$ cat config.mk
export PLATFORM = sky130hd
export DESIGN_NAME = dcb_chain_walker
export DESIGN_NICKNAME = d
export VERILOG_FILES = /design/src/rtl/dcbw_pkg.sv /design/src/rtl/dcbw_rd_port.sv /design/src/rtl/dcbw_slot_addr.sv /design/src/rtl/dcbw_rules.sv /design/src/rtl/dcb_chain_walker.sv
export SDC_FILE = /design/constraint.sdc
export NUM_CORES = 1
export LEC_CHECK = 0
export BUFFER_PORTS_ARGS = -buffer_cell sky130_fd_sc_hd__buf_4
export CORE_ASPECT_RATIO = 0.75
export CORE_UTILIZATION = 45
export DETAILED_ROUTE_END_ITERATION = 7
export HOLD_SLACK_MARGIN = 0.08
export PLACE_DENSITY_LB_ADDON = 0.25
export SKIP_CTS_REPAIR_TIMING = 1
export SYNTH_ARGS = -nofsm -noshare
export SYNTH_HDL_FRONTEND = slang
export SYNTH_HIERARCHICAL = 1
export SYNTH_SLANG_ARGS = --single-unit
export TNS_END_PERCENT = 5
$ cat constraint.sdc
create_clock -name clk -period 9.2 [get_ports clk]
set_input_delay 1.84 -clock clk [delete_from_list [all_inputs] [get_ports clk]]
set_output_delay 1.84 -clock clk [all_outputs]
set_load 0.02 [all_outputs]
$ cat src/rtl/dcbw_pkg.sv
package dcbw_pkg;

   typedef enum logic [2:0] {
      S_IDLE,
      S_NEXT,
      S_INFO,
      S_STAT,
      S_PTR,
      S_CHK,
      S_OFFER,
      S_LINK
   } walk_state_e;

   typedef enum logic [1:0] {
      SLOT_NEXT,
      SLOT_INFO,
      SLOT_STAT,
      SLOT_PTR
   } slot_e;

endpackage

$ cat src/rtl/dcbw_rd_port.sv
module dcbw_rd_port #(
   parameter int AW      = 32,
   parameter int DW      = 32,
   parameter bit RSP_REG = 1'b0
) (
   input  logic          clk,
   input  logic          rst_n,
   input  logic          want,
   input  logic [AW-1:0] want_addr,
   output logic          rd_req,
   output logic [AW-1:0] rd_addr,
   input  logic          rd_rsp_valid,
   input  logic [DW-1:0] rd_rsp_data,
   output logic          got,
   output logic [DW-1:0] got_data
);

   logic pend;

   assign rd_req  = want & ~pend;
   assign rd_addr = want_addr;

   generate
      if (RSP_REG == 1'b0) begin : g_direct
         always_ff @(posedge clk or negedge rst_n) begin
            if (!rst_n)            pend <= 1'b0;
            else if (rd_req)       pend <= 1'b1;
            else if (rd_rsp_valid) pend <= 1'b0;
         end
         assign got      = pend & rd_rsp_valid;
         assign got_data = rd_rsp_data;
      end else begin : g_reg
         logic          hit_q;
         logic [DW-1:0] dat_q;
         always_ff @(posedge clk or negedge rst_n) begin
            if (!rst_n) begin
               pend  <= 1'b0;
               hit_q <= 1'b0;
               dat_q <= '0;
            end else begin
               hit_q <= pend & rd_rsp_valid & ~hit_q;
               if (pend & rd_rsp_valid & ~hit_q) dat_q <= rd_rsp_data;
               if (rd_req)     pend <= 1'b1;
               else if (hit_q) pend <= 1'b0;
            end
         end
         assign got      = hit_q;
         assign got_data = dat_q;
      end
   endgenerate

   // a request is never followed directly by another
   assert_one_read_R2: assert property (@(posedge clk) disable iff (!rst_n)
      rd_req |=> !rd_req)
      else $error("second read issued while one is pending");

endmodule

$ cat src/rtl/dcbw_slot_addr.sv
module dcbw_slot_addr
   import dcbw_pkg::*;
#(
   parameter int AW = 32,
   parameter int CW = 4,
   parameter int WB = 4
) (
   input  logic [AW-1:0] base,
   input  logic [CW-1:0] idx,
   input  slot_e         sel,
   output logic [AW-1:0] addr
);

   localparam int PAIR_SH = $clog2(2 * WB);

   logic [AW-1:0] pair_off;
   logic [AW-1:0] off;

   assign pair_off = AW'(idx) << PAIR_SH;

   always_comb begin
      case (sel)
         SLOT_NEXT: off = '0;
         SLOT_INFO: off = AW'(WB);
         SLOT_STAT: off = AW'(2 * WB) + pair_off;
         default:   off = AW'(3 * WB) + pair_off;
      endcase
   end

   assign addr = base + off;

endmodule

$ cat src/rtl/dcbw_rules.sv
module dcbw_rules #(
   parameter int DAB        = 3,
   parameter int BAB        = 3,
   parameter int LGB        = 7,
   parameter bit CHECK_BOTH = 1'b0
) (
   input  logic [DAB-1:0] desc_low,
   input  logic [BAB-1:0] ptr_low,
   input  logic [LGB-1:0] len_low,
   input  logic           extract,
   output logic           desc_ok,
   output logic           blk_ok
);

   logic ptr_ok;
   logic len_ok;

   assign desc_ok = (desc_low == '0);
   assign ptr_ok  = (ptr_low == '0);
   assign len_ok  = (len_low == '0);

   generate
      if (CHECK_BOTH) begin : g_both
         assign blk_ok = ptr_ok & (len_ok | ~extract);
      end else begin : g_ext_only
         assign blk_ok = ~extract | (ptr_ok & len_ok);
      end
   endgenerate

endmodule

$ cat src/rtl/dcb_chain_walker.sv
module dcb_chain_walker
   import dcbw_pkg::*;
#(
   parameter int ADDR_W        = 32,
   parameter int DATA_W        = 32,
   parameter int CNT_W         = 4,
   parameter int DESC_AL_BITS  = 3,
   parameter int BUF_AL_BITS   = 3,
   parameter int LEN_GRAN_BITS = 7,
   parameter bit RSP_REG       = 1'b0,
   parameter bit CHECK_BOTH    = 1'b0
) (
   input  logic              clk,
   input  logic              rst_n,
   input  logic              start,
   input  logic [ADDR_W-1:0] start_addr,
   input  logic              extract,
   input  logic [CNT_W-1:0]  blk_count,
   output logic              busy,
   output logic              list_done,
   output logic              err,
   output logic              rd_req,
   output logic [ADDR_W-1:0] rd_addr,
   input  logic              rd_rsp_valid,
   input  logic [DATA_W-1:0] rd_rsp_data,
   output logic              blk_valid,
   input  logic              blk_ready,
   output logic [ADDR_W-1:0] blk_addr,
   output logic [DATA_W-1:0] blk_status,
   output logic [DATA_W-1:0] blk_info
);

   localparam int WORD_BYTES = DATA_W / 8;

   generate
      if (ADDR_W != DATA_W) begin : g_bad_width
         $error("pointer width must equal word width");
      end
      if (DATA_W % 32 != 0) begin : g_bad_word
         $error("word width must be a multiple of 32");
      end
      if (DESC_AL_BITS < 1 || BUF_AL_BITS < 1 || LEN_GRAN_BITS < 1) begin : g_bad_rule
         $error("rule widths must be at least one bit");
      end
      if (LEN_GRAN_BITS > DATA_W) begin : g_bad_len
         $error("length granule exceeds status word");
      end
      if (CNT_W < 1) begin : g_bad_cnt
         $error("count width must be at least one bit");
      end
   endgenerate

   walk_state_e       st;
   logic [ADDR_W-1:0] base_q;
   logic [ADDR_W-1:0] next_q;
   logic [ADDR_W-1:0] ptr_q;
   logic [DATA_W-1:0] info_q;
   logic [DATA_W-1:0] stat_q;
   logic [CNT_W-1:0]  idx_q;
   logic [CNT_W-1:0]  idx_nxt;
   logic [CNT_W-1:0]  cnt_q;
   logic              ext_q;
   logic              done_q;
   logic              err_q;

   slot_e             sel;
   logic              want;
   logic [ADDR_W-1:0] want_addr;
   logic              got;
   logic [DATA_W-1:0] got_data;
   logic [DESC_AL_BITS-1:0] desc_low;
   logic              desc_ok;
   logic              blk_ok;

   assign idx_nxt = idx_q + 1'b1;

   always_comb begin
      case (st)
         S_NEXT:  sel = SLOT_NEXT;
         S_INFO:  sel = SLOT_INFO;
         S_STAT:  sel = SLOT_STAT;
         default: sel = SLOT_PTR;
      endcase
   end

   assign want = (st == S_NEXT) || (st == S_INFO) || (st == S_STAT) || (st == S_PTR);
   assign desc_low = (st == S_IDLE) ? start_addr[DESC_AL_BITS-1:0]
                                    : next_q[DESC_AL_BITS-1:0];

   dcbw_slot_addr #(
      .AW (ADDR_W),
      .CW (CNT_W),
      .WB (WORD_BYTES)
   ) u_slot (
      .base (base_q),
      .idx  (idx_q),
      .sel  (sel),
      .addr (want_addr)
   );

   dcbw_rd_port #(
      .AW      (ADDR_W),
      .DW      (DATA_W),
      .RSP_REG (RSP_REG)
   ) u_rd (
      .clk          (clk),
      .rst_n        (rst_n),
      .want         (want),
      .want_addr    (want_addr),
      .rd_req       (rd_req),
      .rd_addr      (rd_addr),
      .rd_rsp_valid (rd_rsp_valid),
      .rd_rsp_data  (rd_rsp_data),
      .got          (got),
      .got_data     (got_data)
   );

   dcbw_rules #(
      .DAB        (DESC_AL_BITS),
      .BAB        (BUF_AL_BITS),
      .LGB        (LEN_GRAN_BITS),
      .CHECK_BOTH (CHECK_BOTH)
   ) u_rules (
      .desc_low (desc_low),
      .ptr_low  (ptr_q[BUF_AL_BITS-1:0]),
      .len_low  (stat_q[LEN_GRAN_BITS-1:0]),
      .extract  (ext_q),
      .desc_ok  (desc_ok),
      .blk_ok   (blk_ok)
   );

   always_ff @(posedge clk or negedge rst_n) begin
      if (!rst_n) begin
         st     <= S_IDLE;
         base_q <= '0;
         next_q <= '0;
         ptr_q  <= '0;
         info_q <= '0;
         stat_q <= '0;
         idx_q  <= '0;
         cnt_q  <= '0;
         ext_q  <= 1'b0;
         done_q <= 1'b0;
         err_q  <= 1'b0;
      end else begin
         case (st)
            S_IDLE: begin
               if (start) begin
                  done_q <= 1'b0;
                  if (desc_ok) begin
                     err_q  <= 1'b0;
                     base_q <= start_addr;
                     cnt_q  <= blk_count;
                     ext_q  <= extract;
                     st     <= S_NEXT;
                  end else begin
                     err_q <= 1'b1;
                  end
               end
            end
            S_NEXT: begin
               if (got) begin
                  next_q <= got_data;
                  st     <= S_INFO;
               end
            end
            S_INFO: begin
               if (got) begin
                  info_q <= got_data;
                  idx_q  <= '0;
                  st     <= (cnt_q == '0) ? S_LINK : S_STAT;
               end
            end
            S_STAT: begin
               if (got) begin
                  stat_q <= got_data;
                  st     <= S_PTR;
               end
            end
            S_PTR: begin
               if (got) begin
                  ptr_q <= got_data;
                  st    <= S_CHK;
               end
            end
            S_CHK: begin
               if (blk_ok) begin
                  st <= S_OFFER;
               end else begin
                  err_q <= 1'b1;
                  st    <= S_IDLE;
               end
            end
            S_OFFER: begin
               if (blk_ready) begin
                  if (idx_nxt == cnt_q) begin
                     st <= S_LINK;
                  end else begin
                     idx_q <= idx_nxt;
                     st    <= S_STAT;
                  end
               end
            end
            S_LINK: begin
               if (next_q == '0) begin
                  done_q <= 1'b1;
                  st     <= S_IDLE;
               end else if (!desc_ok) begin
                  err_q <= 1'b1;
                  st    <= S_IDLE;
               end else begin
                  base_q <= next_q;
                  st     <= S_NEXT;
               end
            end
            default: st <= S_IDLE;
         endcase
      end
   end

   assign busy       = (st != S_IDLE);
   assign list_done  = done_q;
   assign err        = err_q;
   assign blk_valid  = (st == S_OFFER);
   assign blk_addr   = ptr_q;
   assign blk_status = stat_q;
   assign blk_info   = info_q;

   // a stalled offer keeps all of its fields
   assert_offer_hold_R4: assert property (@(posedge clk) disable iff (!rst_n)
      blk_valid && !blk_ready |=> blk_valid && $stable(blk_addr)
                                  && $stable(blk_status) && $stable(blk_info))
      else $error("offer changed while stalled");

   // the two end flags exclude each other
   assert_flags_excl_R10: assert property (@(posedge clk) disable iff (!rst_n)
      !(list_done && err))
      else $error("done and error both set");

   // a finished chain leaves the walker idle and silent
   assert_done_idle_R5: assert property (@(posedge clk) disable iff (!rst_n)
      list_done |-> !busy && !rd_req)
      else $error("activity after chain end");

   // an error halts all reads and offers
   assert_err_halts_R6: assert property (@(posedge clk) disable iff (!rst_n)
      err |-> !busy && !rd_req && !blk_valid)
      else $error("activity after error");

   // every fetch lands on a word boundary
   assert_rd_aligned_R1: assert property (@(posedge clk) disable iff (!rst_n)
      rd_req |-> rd_addr[1:0] == 2'b00)
      else $error("unaligned read address");

endmodule

; ---- Word level (Yosys, flattened, before mapping)
; Index checks and enable logic that the tools add are counted.
[word_totals]
inputBits = 74
ram_bits = 0
mem_bits_ro = 0
latchBits = 0
out_inout_bits = 133
wordCells = 106
mem_count = 0
reg_bits = 175
[op_classes]
n_reduce_logical = 25
order_cmp = 0
muxes = 36
n_eq_ne = 23
shift = 0
mul = 0
addsub = 4
n_bitwise = 6
n_div = 0
[op_table]
columns = op, n
row1 = $mux 32, 4
row2 = $pmux 32 s3, 1
row3 = $pmux 32 s2, 1
row4 = $mux 3, 11
row5 = $add 32x32->32, 1
row6 = $logic_not 32->1, 1
row7 = $ne 2x2->1 const B, 12
row8 = $pmux 3 s8, 1
row9 = $add 4x7->8 const A, 2
row10 = $eq 3x3->1 const B, 4
row11 = $mux 4, 3
row12 = $mux 1, 11
row13 = $reduce_and 5->1, 2
row14 = $logic_not 3->1, 3
row15 = $pmux 4 s2, 1
row16 = $reduce_and 2->1, 4
row17 = $logic_not 7->1, 1
row18 = $reduce_and 7->1, 1
row19 = $eq 3x2->1 const B, 2
row20 = $pmux 2 s3, 1
row21 = $reduce_and 3->1, 2
row22 = $reduce_bool 2->1, 3
row23 = $reduce_bool 3->1, 2
row24 = $add 4x1->4 const B, 1
row25 = other kinds (14), 19

; ---- Depth between registers and ports, before layout
[depth]
word_depth = 6
depth_mapped = 13
mapped_depth_nobuf = 10

; ---- By module
; The synthesis kept the hierarchy.
[by_module_without_submodules]
columns = mod, cells_each, seq_area_each_um2, n_inst, area_per_inst_um2
row1 = dcb_chain_walker, 592, 4354.2, 1, 7378.3
row2 = dcbw_slot_addr, 113, 0.0, 1, 858.3
row3 = dcbw_rd_port, 69, 25.0, 1, 531.8
row4 = dcbw_rules, 4, 0.0, 1, 36.3

; ---- Least setup slack after synthesis
; Ideal clock, no wire load.
[synth_path]
path_kind = flip-flop to output port
startpoint = reg st[0]
endpoint = out rd_addr[24]
arrival_time_ns = 2.929
required_time_ns = 7.360
path_stages_with_launch = 14
n_path_buf = 3
slack_ns = 4.431
cell_sequence = dfrtp_1 -> buf_2 -> clkbuf_1 -> nand2b_1 -> a21o_1 -> nor2b_1 -> inv_1 -> fa_1 -> and2b_1 -> o211ai_2 -> a211o_4 -> nor4_4 -> xor2_1 -> buf_4
[synth_between]
elab_chain_len = 5
elab_cells_between_ends = 9
classes_between = 1 x add/sub / 5 x eq/ne / 2 x mux / 1 x reduce/logical
[synth_rtl]
columns = item, line_no
row1 = start: declaration, dcb_chain_walker.sv:53  ; walk_state_e st;
row2 = start signal: assignment, dcb_chain_walker.sv:171  ; st <= (cnt_q == '0) ? S_LINK : S_STAT;
row3 = $eq 3x2->1 or $eq 3x1->1 (tied branches), dcb_chain_walker.sv:78  ; case (st)
row4 = $pmux 2 s3 (*), dcb_chain_walker.sv:78
row5 = net sel[1], dcb_chain_walker.sv:66  ; slot_e sel;
row6 = $eq 2x2->1 (tied with other cells), dcbw_slot_addr.sv:22  ; case (sel)
row7 = $pmux 32 s3 (*), dcbw_slot_addr.sv:22
row8 = $add 32x32->32 (*), dcbw_slot_addr.sv:30  ; assign addr = base + off;
row9 = end: declaration, dcb_chain_walker.sv:23  ; output logic [ADDR_W-1:0] rd_addr,
; The timed path passes the listed nets; every way through them passes the cells marked *.

; ---- Worst setup path after layout
[layout_path]
startpoint = reg st[1]
endpoint = out rd_addr[30]
; Same word-level chain as after synthesis.

==> summary.md <==
| Metric | Value |
|---|---|
| Status | `completed` |
| CP Buf/Inv Count | `2` |
| Clock Path Buffers | `2` |
| Final Max Tran Viols | `0` |
| Largest net degree at the start of global routing | `103` |
| Mapped cell area | `between 0.008 and 0.009 mm²` |
| Achievable Freq | `approximately 170 MHz` |
| P per Cell Area | `375.7 mW/mm²` |
| Ports | `about 210` |
| Vias | `between 6000 and 7000` |
| CP Capture Type | `output port` |
| Clock Pin Slew Worst Setup and Hold Paths | `0.08 ns` |
| Setup CP Type | `reg2out` |
| Internal Power | `approximately 0.0024 W` |
| Synth Warn # | `6` |
| Commonest cells after routing, fill and taps aside | `buf_4 (212), dfrtp_1 (175), nand2_1 (109)` |
| Worst path slowest cell | `dfrtp_1` |
| Delay-heaviest family, CP | `compound AO/OA/AOI/OAI gates` |
| Max-Cap Viols | `0` |
| Critical R2R Launch | `st[0]` |
| CTS Sinks | `175` |
| Post-Route WL | `about 22000 µm` |
| DIE HEIGHT | `123.1 µm` |
| Count of final setup violators | `0` |
| Critical path peak fanout | `15` |
| Most common cell after layout, fill and taps aside | `buf_4` |
| Setup TNS | `0 ns` |
| Initial antenna violation count | `0` |
| Cell Rows | `43` |
| Num CTS Buffers | `17` |
| Relative slew slack | `33.33%` |
| Global-route wire length before repair | `around 34000 µm` |
| Clock Latency Late Sink | `~0.43 ns` |
| Yosys top cell area share | `a little under 50%` |
| Finished Core Util | `a little under three fifths` |
| Largest stage delay, worst path | `just over 0.7 ns` |
| Drt wl/cell | `between 15 and 20 µm` |
| Synth cell types | `60` |
| CP Launch Type | `register` |
| Number of synthesized flops with an enable pin | `0` |
| Min Tclk post-route | `~5.8 ns` |
| Static leakage | `a little over 5 nW` |
| Final worst setup slack | `~3.4 ns` |
| Antenna viol nets, final | `0` |
| Synth Register Bits | `about 180` |
| Reg power frac | `36.5%` |
| TritonCTS clock tree | `yes` |
| Initial drt markers | `approximately 430` |
| Drt pass-1 iters | `5` |
| Switching portion of total power | `between 40% and 50%` |
| Nets | `988` |
| Slew @ Worst Pin | `about 1 ns` |
| Worst path required time | `around 7.4 ns` |
| Die footprint | `0.02014 mm²` |
| Maximum vdd drop | `between 0.3 and 0.4 mV` |
| R2R Setup Slk | `between 5 and 6 ns` |
| Worst-path cell chain | `nand2b_1 > a21o_1 > nor2b_1 > inv_1 > fa_1 > and2b_1 > o211ai_2 > a211oi_1 > nand4_1 > xnor2_1 > buf_4` |
| Detail Placement HPWL | `between 15000 and 20000 µm` |
| CTS H-tree lvls | `4` |
| Number of global-route vias before repair | `about 6000` |
| Min-delay worst type | `reg2reg` |
| Mapped Avg Cell Area | `around 11 µm²` |
| Clock power frac | `a little under a fifth` |
| Setup WS pre-CTS | `roughly 3.9 ns` |
| Crit path DAT | `approximately 4.0 ns` |
| Drt drc | `0` |
| Reg2reg path depth | `8` |
| Seq/Total Area, Yosys | `49.74%` |
| Syn Nets | `861` |
| Final hold violation count | `0` |
| Congestion Overflow GR | `0` |
| Fin crit share | `roughly 63%` |
| Layout cell share with drive strength beyond 1 | `~44%` |
| FFs w/ async S/R, synth | `between 90% and 100%` |
| RSZ-0062 raised after global routing | `no` |
| Syn Inst Count | `~780` |
| R2R Path End | `base_q[22]` |
| Top cell type by total area after synthesis | `dfrtp_1` |
| GR Util All Layers | `22.48%` |
| Main area contributors after synthesis | `dfrtp_1 (50%), mux2_2 (13%), buf_4 (6.1%), nand2_1 (4.6%), a32oi_1 (3.2%)` |
| Drt via density | `between 5 and 6` |
| Core area | `about 0.019 mm²` |
| Top_reg_cell synth | `dfrtp_1` |
| Levels on crit path | `11` |
| Die Wd | `163.5 µm` |
| CTS root buf | `clkbuf_16` |
| P&R area growth vs syn | `20.82%` |
| Worst hold stages | `2` |
| Switching power | `between 0.0015 and 0.002 W` |
| Antenna diodes | `0` |
| Post-Route Skew | `0.01397 ns` |
| Port bufs | `between 200 and 250` |
| Initial Utilization | `between 40 and 50%` |
| Min-delay src | `blk_info[27]` |
| Combinational power share | `between 40 and 50%` |
| GPL Wtd Cong | `0.8177` |
| Hold endpoint | `blk_info[27]` |
-- area by class of cell --
class	count	area, µm²
Multi-Input combinational cell	458	3595
Tap cell	247	309.0
Inverter	40	150.1
Clock inverter	15	176.4
Sequential cell	175	4379
Fill cell	1637	8193
Timing Repair Buffer	213	1603
Clock buffer	17	425.4
-- power groups by stage --
stage | registers (W) | clock network [W] | logic, W
finish | 0.00146 | 0.000735 | 0.00180
global route | 0.00151 | 0.000776 | 0.00195
CTS | 0.00146 | 0.000742 | 0.00182
detailed placement | 0.00147 | 0 | 0.00181
global placement | 0.00146 | 0 | 0.00179
floorplan | 0.00157 | 0 | 0.00112
-- state kept, by name, indices dropped and copies added, names as in the netlist --
signal      count
ext_q           1
list_done       1
next_q         32
idx_q           4
st              3
blk_info       32
blk_addr       32
cnt_q           4
err             1
base_q         32
blk_status     32
u_rd/pend       1
-- metrics by stage --
step / instances / area [µm²] / total power, W / hold WS, ns
floorplan: 778 / 8805 / 0.002692 / 0.4824
CTS: 1165 / 10640 / 0.004024 / 0.4829
detailed placement: 1133 / 10040 / 0.003285 / 0.4640
global placement: 1133 / 10040 / 0.003250 / 0.4604
finish: 1165 / 10640 / 0.003997 / 0.4773
global route: 1165 / 10640 / 0.004243 / 0.5163
-- cell usage after synthesis, types with 3 or more instances --
| cell | instances |
|---|---|
| mux2_2 | 103 |
| o21ai_2 | 30 |
| a21oi_1 | 5 |
| nor2_1 | 13 |
| buf_4 | 71 |
| and2_1 | 9 |
| nand3_1 | 15 |
| inv_1 | 40 |
| nor3_1 | 7 |
| nand2_1 | 109 |
| o21a_1 | 3 |
| buf_6 | 3 |
| nand2b_1 | 5 |
| o211ai_1 | 5 |
| nor4_2 | 5 |
| nor2b_1 | 4 |
| a21o_1 | 3 |
| a32oi_1 | 32 |
| clkbuf_1 | 12 |
| and3_1 | 6 |
| nor4_1 | 6 |
| xnor2_1 | 22 |
| dfrtp_1 | 175 |
| nand4_1 | 8 |
| xor2_1 | 11 |
| o21ai_0 | 5 |
| and4_1 | 5 |
| ha_1 | 8 |
| buf_2 | 19 |
-- layer usage --
layer | up-vias | GRT usage [%] | routed length [µm]
met5 | - | 0 | 0
met4 | 0 | 4.051 | 160
met3 | 12 | 7.380 | 1720
met2 | 205 | 33.42 | 9808
met1 | 3090 | 32.20 | 10430
li1 | 2890 | - | -
-- worst min-delay path: stages, from the launching register on --
cell and delay, ns:
dfrtp_1 0.35, nand2_1 0.05, nand2_1 0.05
-- worst max path at each step --
| stage | startpoint | to |
|---|---|---|
| 2_1_floorplan | st[0] | rd_addr[24] |
| 3_3_place_gp | st[1] | rd_addr[30] |
| 3_5_place_dp | st[1] | rd_addr[30] |
| 4_1_cts | st[1] | rd_addr[30] |
| 5_1_grt | st[1] | rd_addr[30] |
| 6_report | st[1] | rd_addr[30] |
-- cells by family after synthesis --
group | Yosys count | share of synthesized area [%]
xor+xnor | 34 | 3.538
simple gates | 208 | 12.25
mux | 106 | 13.53
flops | 175 | 49.74
fa+ha+maj | 9 | 1.364
buf+inv | 145 | 9.734
compound gates | 101 | 9.848
No activity file was read; power rests on OpenSTA's default activity.
